**src/rtl/rc_eep_pkg.sv**
```systemverilog
package rc_eep_pkg;
  parameter int unsigned ROWS = 8;
  parameter int unsigned COLS = 6;
  parameter int unsigned DW   = 8;
  localparam int unsigned ROW_W = $clog2(ROWS);
  localparam int unsigned COL_W = $clog2(COLS);

  typedef enum logic [1:0] {
    SEL_PTR  = 2'd0,
    SEL_DATA = 2'd1,
    SEL_STAT = 2'd2,
    SEL_NONE = 2'd3
  } reg_sel_e;

  typedef logic [COLS-1:0][DW-1:0] row_t;
endpackage

```
**src/rtl/rc_eep_ptr.sv**
```systemverilog
module rc_eep_ptr
  import rc_eep_pkg::*;
(
  input  logic             clk_i,
  input  logic             rst_ni,
  input  logic             load_i,
  input  logic [DW-1:0]    load_data_i,
  input  logic             adv_i,
  output logic [ROW_W-1:0] row_o,
  output logic [COL_W-1:0] col_o
);
  logic [ROW_W-1:0] row_q;
  logic [COL_W-1:0] col_q;
  logic [COL_W-1:0] ld_col;

  assign ld_col = load_data_i[COL_W-1:0];

  always_ff @(posedge clk_i or negedge rst_ni) begin
    if (!rst_ni) begin
      row_q <= '0;
      col_q <= '0;
    end else if (load_i) begin
      row_q <= load_data_i[COL_W+ROW_W-1:COL_W];
      col_q <= (32'(ld_col) >= COLS) ? '0 : ld_col;  // out-of-range column folds to 0
    end else if (adv_i) begin
      if (32'(col_q) == COLS-1) begin
        col_q <= '0;
        row_q <= (32'(row_q) == ROWS-1) ? '0 : row_q + ROW_W'(1);
      end else begin
        col_q <= col_q + COL_W'(1);
      end
    end
  end

  assign row_o = row_q;
  assign col_o = col_q;

  AST_COL_RANGE: assert property (@(posedge clk_i) disable iff (!rst_ni)
    32'(col_q) < COLS);
  AST_ROW_CARRY: assert property (@(posedge clk_i) disable iff (!rst_ni)
    adv_i && !load_i && 32'(col_q) == COLS-1 |=> col_q == '0 &&
    row_q == ((32'($past(row_q)) == ROWS-1) ? '0 : $past(row_q) + ROW_W'(1)));
endmodule

```
**src/rtl/rc_eep_stage.sv**
```systemverilog
module rc_eep_stage
  import rc_eep_pkg::*;
(
  input  logic             clk_i,
  input  logic             rst_ni,
  input  logic             wr_i,
  input  logic [COL_W-1:0] col_i,
  input  logic [DW-1:0]    data_i,
  input  logic             clear_i,
  output row_t             buf_o,
  output logic [COLS-1:0]  valid_o
);
  row_t            buf_q;
  logic [COLS-1:0] valid_q;

  for (genvar c = 0; c < COLS; c++) begin : g_col
    always_ff @(posedge clk_i or negedge rst_ni) begin
      if (!rst_ni) begin
        buf_q[c]   <= '0;
        valid_q[c] <= 1'b0;
      end else if (clear_i) begin
        valid_q[c] <= 1'b0;
      end else if (wr_i && col_i == COL_W'(c)) begin
        buf_q[c]   <= data_i;
        valid_q[c] <= 1'b1;
      end
    end
  end

  assign buf_o   = buf_q;
  assign valid_o = valid_q;

  AST_CLEAR_EMPTIES: assert property (@(posedge clk_i) disable iff (!rst_ni)
    clear_i |=> valid_q == '0);
endmodule

```
**src/rtl/rc_eep_array.sv**
```systemverilog
module rc_eep_array
  import rc_eep_pkg::*;
#(
  parameter int unsigned PROG_CYCLES = 4
) (
  input  logic             clk_i,
  input  logic             rst_ni,
  input  logic             start_i,
  input  logic [ROW_W-1:0] start_row_i,
  input  row_t             start_data_i,
  input  logic [ROW_W-1:0] rd_row_i,
  input  logic [COL_W-1:0] rd_col_i,
  output logic [DW-1:0]    rd_data_o,
  output logic             busy_o
);
  localparam int unsigned CNT_W = $clog2(PROG_CYCLES + 1);

  row_t [ROWS-1:0]  mem_q;
  row_t             pend_q;
  logic [ROW_W-1:0] pend_row_q;
  logic [CNT_W-1:0] cnt_q;
  logic             busy_q;

  always_ff @(posedge clk_i or negedge rst_ni) begin
    if (!rst_ni) begin
      mem_q      <= '0;
      pend_q     <= '0;
      pend_row_q <= '0;
      cnt_q      <= '0;
      busy_q     <= 1'b0;
    end else if (start_i && !busy_q) begin
      busy_q     <= 1'b1;
      cnt_q      <= CNT_W'(PROG_CYCLES - 1);
      pend_q     <= start_data_i;
      pend_row_q <= start_row_i;
    end else if (busy_q) begin
      if (cnt_q == '0) begin
        mem_q[pend_row_q] <= pend_q;
        busy_q            <= 1'b0;
      end else begin
        cnt_q <= cnt_q - CNT_W'(1);
      end
    end
  end

  always_comb begin
    rd_data_o = '0;
    for (int c = 0; c < COLS; c++)
      if (rd_col_i == COL_W'(c)) rd_data_o = mem_q[rd_row_i][c];
  end

  assign busy_o = busy_q;

  AST_HOLD_WHILE_PROG: assert property (@(posedge clk_i) disable iff (!rst_ni)
    busy_q && cnt_q != '0 |=> $stable(mem_q));
  AST_START_WHEN_IDLE: assert property (@(posedge clk_i) disable iff (!rst_ni)
    start_i |-> !busy_q);
endmodule

```
**src/rtl/rc_eep_port.sv**
```systemverilog
module rc_eep_port
  import rc_eep_pkg::*;
#(
  parameter int unsigned PROG_CYCLES = 4
) (
  input  logic          clk_i,
  input  logic          rst_ni,
  input  logic          sel_i,
  input  logic          we_i,
  input  logic [1:0]    addr_i,
  input  logic [DW-1:0] wdata_i,
  output logic [DW-1:0] rdata_o,
  input  logic          prog_en_i,
  input  logic          rx_active_i
);
  logic [ROW_W-1:0] row;
  logic [COL_W-1:0] col;
  logic [DW-1:0]    arr_rd;
  logic             busy;
  row_t             stg_buf;
  logic [COLS-1:0]  stg_valid;
  row_t             commit_row;
  logic             err_q;

  logic data_acc, rej, ok_data, ptr_load, stage_wr, start, err_clr;

  assign data_acc = sel_i && addr_i == SEL_DATA;
  assign rej      = data_acc && !busy && (rx_active_i || (we_i && !prog_en_i));
  assign ok_data  = data_acc && !busy && !rej;
  assign ptr_load = sel_i && we_i && addr_i == SEL_PTR && !busy;
  assign stage_wr = ok_data && we_i;
  assign start    = stage_wr && 32'(col) == COLS-1;
  assign err_clr  = sel_i && we_i && addr_i == SEL_STAT && wdata_i[1];

  // unwritten columns commit as zero; the closing byte bypasses the buffer
  for (genvar c = 0; c < COLS; c++) begin : g_commit
    assign commit_row[c] = (col == COL_W'(c)) ? wdata_i :
                           (stg_valid[c] ? stg_buf[c] : '0);
  end

  rc_eep_ptr u_ptr (
    .clk_i, .rst_ni,
    .load_i      (ptr_load),
    .load_data_i (wdata_i),
    .adv_i       (ok_data),
    .row_o       (row),
    .col_o       (col)
  );

  rc_eep_stage u_stage (
    .clk_i, .rst_ni,
    .wr_i    (stage_wr),
    .col_i   (col),
    .data_i  (wdata_i),
    .clear_i (start || ptr_load),
    .buf_o   (stg_buf),
    .valid_o (stg_valid)
  );

  rc_eep_array #(.PROG_CYCLES(PROG_CYCLES)) u_array (
    .clk_i, .rst_ni,
    .start_i      (start),
    .start_row_i  (row),
    .start_data_i (commit_row),
    .rd_row_i     (row),
    .rd_col_i     (col),
    .rd_data_o    (arr_rd),
    .busy_o       (busy)
  );

  always_ff @(posedge clk_i or negedge rst_ni) begin
    if (!rst_ni)      err_q <= 1'b0;
    else if (rej)     err_q <= 1'b1;
    else if (err_clr) err_q <= 1'b0;
  end

  always_comb begin
    rdata_o = '0;
    if (sel_i && !we_i) begin
      unique case (addr_i)
        SEL_PTR:  rdata_o = DW'({row, col});
        SEL_DATA: rdata_o = ok_data ? arr_rd : '0;
        SEL_STAT: rdata_o = DW'({err_q, busy});
        default:  rdata_o = '0;
      endcase
    end
  end

  AST_REJECT_FLAGS: assert property (@(posedge clk_i) disable iff (!rst_ni)
    rej |=> err_q);
  AST_REJECT_HOLDS_PTR: assert property (@(posedge clk_i) disable iff (!rst_ni)
    rej |=> $stable(row) && $stable(col));
  AST_BUSY_FREEZES_PTR: assert property (@(posedge clk_i) disable iff (!rst_ni)
    busy |=> $stable(row) && $stable(col));
  AST_START_RAISES_BUSY: assert property (@(posedge clk_i) disable iff (!rst_ni)
    start |=> busy);
endmodule

```
**config.mk**
```make
export PLATFORM = sky130hd
export DESIGN_NAME = rc_eep_port
export DESIGN_NICKNAME = d
export VERILOG_FILES = /design/src/rtl/rc_eep_pkg.sv /design/src/rtl/rc_eep_ptr.sv /design/src/rtl/rc_eep_stage.sv /design/src/rtl/rc_eep_array.sv /design/src/rtl/rc_eep_port.sv
export SDC_FILE = /design/constraint.sdc
export NUM_CORES = 1
export LEC_CHECK = 0
export BUFFER_PORTS_ARGS = -buffer_cell sky130_fd_sc_hd__buf_2
export CAP_MARGIN = 20
export CORE_AREA = 8 8 199 201
export DETAILED_ROUTE_END_ITERATION = 10
export DIE_AREA = 0 0 207 209
export PLACE_DENSITY = 0.78
export SYNTH_ARGS = -nofsm -noshare
export SYNTH_HDL_FRONTEND = slang
export SYNTH_SLANG_ARGS = --single-unit
```
**constraint.sdc**
```tcl
create_clock -name clk_i -period 2.8 [get_ports clk_i]
set_clock_uncertainty 0.15 [all_clocks]
set_input_delay 0.14 -clock clk_i [delete_from_list [all_inputs] [get_ports clk_i]]
set_output_delay 0.14 -clock clk_i [all_outputs]
set_load 0.02 [all_outputs]
```
==> impl_metrics.yaml <==
sta:
  rsz0062_at_grt: "yes"
  slew_violations: 0
  hold_viol: 0
  fmax_ghz: 0.3092
  tightest_slew_ps: 793.0
  final.setup.worst_slack_ps: -434.1
  fin_crit_ps: 3234
  relSlewSlack_pct: 47.13
  finalSetupViolCount: 8
  post-route-period-util_pct: 115.5
  fin_setup_tns_ps: -2500
clock_network:
  numCtsBuffers: 50
  path_clk_slew_ps: 60
  cts_tree: "built"
  cts.sinks: 491
  cts_root_buf: "clkbuf_16"
  clk_path_buf_depth: 3
  htreeDepth: 2
  clock_latency_ps: 600
floorplan:
  die-area_sq_um: 43260
  core-area_sq_um: 36260
  fp.dieW_microns: 207
  io_pins: 24
  num_rows: 70
  initial_utilization_pct: 61.21
  dieHeight_microns: 209
global_route:
  grt_usage_pct: 25.42
  busiest_layer: "met2"
  grt_max_degree: 81
  grt_pass1_wl_microns: 86170
  gr-usage-met2_pct: 40.81
  antenna_found_initial: 0
  grt_pass1_vias: 14662
  met3_usage_pct: 5.298
  grt.overflow.total: 0
  gr-usage-met1_pct: 33.87
yosys:
  synth.distinct_cells: 55
  yosys_warnings: 0
  synth_area_leaders: "dfrtp_1, mux2_2, mux4_2"
  synth_fp_nets: 1571
  synth.largest_area_cell: "dfrtp_1"
  synth_ff_type: "dfrtp_1"
  synth_area_sq_um: 22200
  postSynthAreaPerCell_sq_um: 14.32
  synth_edf_count: 0
  synthCells: 1550
  ys_ff_latch: 491
  yosysSeqAreaShare_pct: 55.36
  netlist.area_leader.share_pct: 55.36
  async_reset_ff_share_pct: 100.0
critical_path:
  worstSetupStartpoint: "u_ptr.row_o[0]$_DFFE_PN0P_"
  critPathKind: "reg -> out"
  critPathRequiredTime_ps: 2510
  reg2reg_from: "u_ptr.col_o[2]$_DFFE_PN0P_"
  arrival_ps: 2940
  cp-end-kind: "output pin"
  crit_path_start_kind: "flip-flop"
  crit_path_max_fanout: 5
placement:
  gp_congestion: 0.8670
  dp_hpwl_microns: 32680
  post-place-ws_ps: 162.0
  port_buffers: 23
  placed_area_sq_um: 23310
power_and_ir_drop:
  p_switching_mw: 4.990
  power.internal_mw: 12.68
  power_leakage_nw: 12.16
  p_seq_share_pct: 45.1
  sw_frac_of_total_pct: 28.25
  ir_drop_mv: 0.5327
  power_density_nw_per_um2: 693.4
  pwr-share-comb_pct: 17.7
  clkPwrFrac_pct: 37.2
routing:
  ant_nets: 0
  drc: 0
  first_pass_iters: 5
  route.vias.total: 13745
  routed_wl_microns: 54560
  routed_via_density: 6.468
  wl_per_cell_microns: 25.68
  drt_iter0_markers: 1206
layout:
  fin_util_pct: 70.26
  n_antenna_cell: 0
  synthToLayoutAreaGrowth_pct: 14.78
  final_nets: 1643
  drive_gt1_share_pct: 45.44
  stdcell_area_sq_um: 25480
run_status:
  violations: "setup timing"
  status: "finished with violations"
job:
  maxCapViolCount: 0
worst_hold_path:
  hp-start: "prog_en_i"
  hp-class: "in -> reg"
logic make-up after synthesis:
family / Yosys count / synth area share [%]
compound gates: 113 / 3.416
xor+xnor: 2 / 0.07894
fa+ha+maj: 5 / 0.2819
buf+inv: 118 / 2.571
flops: 491 / 55.36
mux: 556 / 32.71
simple gates: 265 / 5.587
sequential cells by signal, indices dropped and copies added, names as in the netlist:
register / cells
u_array.pend_row_q: 3
u_array.cnt_q: 3
u_stage.buf_o: 40
u_array.busy_o: 1
u_stage.valid_o: 5
u_ptr.col_o: 3
u_ptr.row_o: 3
u_array.mem_q: 384
u_array.pend_q: 48
err_q: 1
synthesized netlist by cell type, types with 2 or more instances:
| cell | instances |
|---|---|
| nand4_1 | 4 |
| mux4_2 | 90 |
| nor2_1 | 65 |
| clkbuf_1 | 36 |
| dfrtp_1 | 491 |
| buf_4 | 11 |
| buf_1 | 10 |
| xnor2_1 | 2 |
| a211oi_1 | 2 |
| ha_1 | 5 |
| mux2_4 | 8 |
| nor3_1 | 6 |
| o211ai_1 | 6 |
| mux2i_1 | 36 |
| a221oi_1 | 8 |
| nand3b_1 | 3 |
| a31oi_1 | 37 |
| o32ai_1 | 3 |
| o22ai_1 | 4 |
| a22oi_1 | 7 |
| nor3b_1 | 2 |
| a32oi_1 | 3 |
| inv_1 | 6 |
| a21oi_1 | 16 |
| nand3_1 | 44 |
| nor2b_1 | 7 |
| o21ai_0 | 16 |
| nand2b_1 | 4 |
| o21a_1 | 4 |
| mux2_2 | 422 |
| or3_1 | 6 |
| nor2_2 | 4 |
| and2_1 | 3 |
| buf_6 | 3 |
| nand2_1 | 106 |
| buf_2 | 51 |
per-stage QoR:
stage          cells  power (mW)  hold WS [ps]
2_1_floorplan   1550       9.607        -305.6
3_3_place_gp    2005       10.73        -7.914
3_5_place_dp    2005       10.82         1.625
4_1_cts         2112       17.50         26.71
5_1_grt         2125       18.29         75.21
6_report        2125       17.67         81.64
placed cells by master (no fill, tap or decap), drive strengths merged, types with 5 or more instances in the layout:
| cell | n |
|---|---|
| dfrtp | 491 |
| mux2 | 430 |
| buf | 111 |
| nand2 | 107 |
| mux4 | 90 |
| clkbuf | 81 |
| nor2 | 70 |
| nand3 | 44 |
| a31oi | 37 |
| mux2i | 36 |
| a21oi | 16 |
| dlygate4sd3 | 16 |
| o21ai | 16 |
| inv | 10 |
| a221oi | 8 |
| nor2b | 8 |
| nor3 | 7 |
| a22oi | 7 |
| o211ai | 6 |
| or3 | 6 |
| ha | 5 |
| clkinv | 5 |
worst max-delay path, cell delays in order (launching register included):
cell,delay [ps]
dfrtp_4,550
buf_12,160
clkbuf_16,160
mux4_2,360
a22oi_2,80
o211ai_1,150
nand4_1,270
a211oi_2,390
buf_4,210
path summary, 6_finish.rpt:
check,depth (start not counted),end,slack [ps]
worst max-delay path,8,rdata_o[5],-430
worst min-delay path,4,u_ptr.col_o[1]$_DFFE_PN0P_,80
worst max register to register,7,u_array.pend_q[37]$_DFFE_PN0P_,210
worst min register to register,1,u_array.mem_q[130]$_DFFE_PN0P_,350
max in group asynchronous,3,u_array.mem_q[269]$_DFFE_PN0P_,1970
min in group asynchronous,3,u_array.mem_q[273]$_DFFE_PN0P_,110
area by class of cell:
cell class                      instances  area, sq um
Clock buffer                           78         1518
Sequential cell                       491        12300
Timing Repair Buffer                  131         1469
Fill cell                            2345        10780
Multi-Input combinational cell        941         9484
Inverter                                7        26.28
Clock inverter                          9        95.09
Tap cell                              468        585.6
metal layers:
layer,up-vias,share of wire (%)
li1,5849,-
met1,7302,42
met2,480,48
met3,114,6.4
met4,0,3.3
met5,-,0
repair_timing:
item	4_1_cts	5_1_grt
pin swaps	3	7
hold endpoints to repair	578	0
hold buffers	17	0
resized for setup	18	19
endpoints found under the setup margin	8	8
gates cloned	1	3
setup buffers	2	10
power by group through the flow:
| stage | Clock, mW | Sequential (mW) | Combinational (mW) |
|---|---|---|---|
| detailed placement | 0 | 8.07 | 2.75 |
| CTS | 6.65 | 7.96 | 2.89 |
| floorplan | 0 | 7.82 | 1.78 |
| global route | 6.94 | 8.02 | 3.33 |
| global placement | 0 | 8.04 | 2.70 |
| finish | 6.57 | 7.97 | 3.12 |
Note: power is estimated with default switching activity, not from simulation.
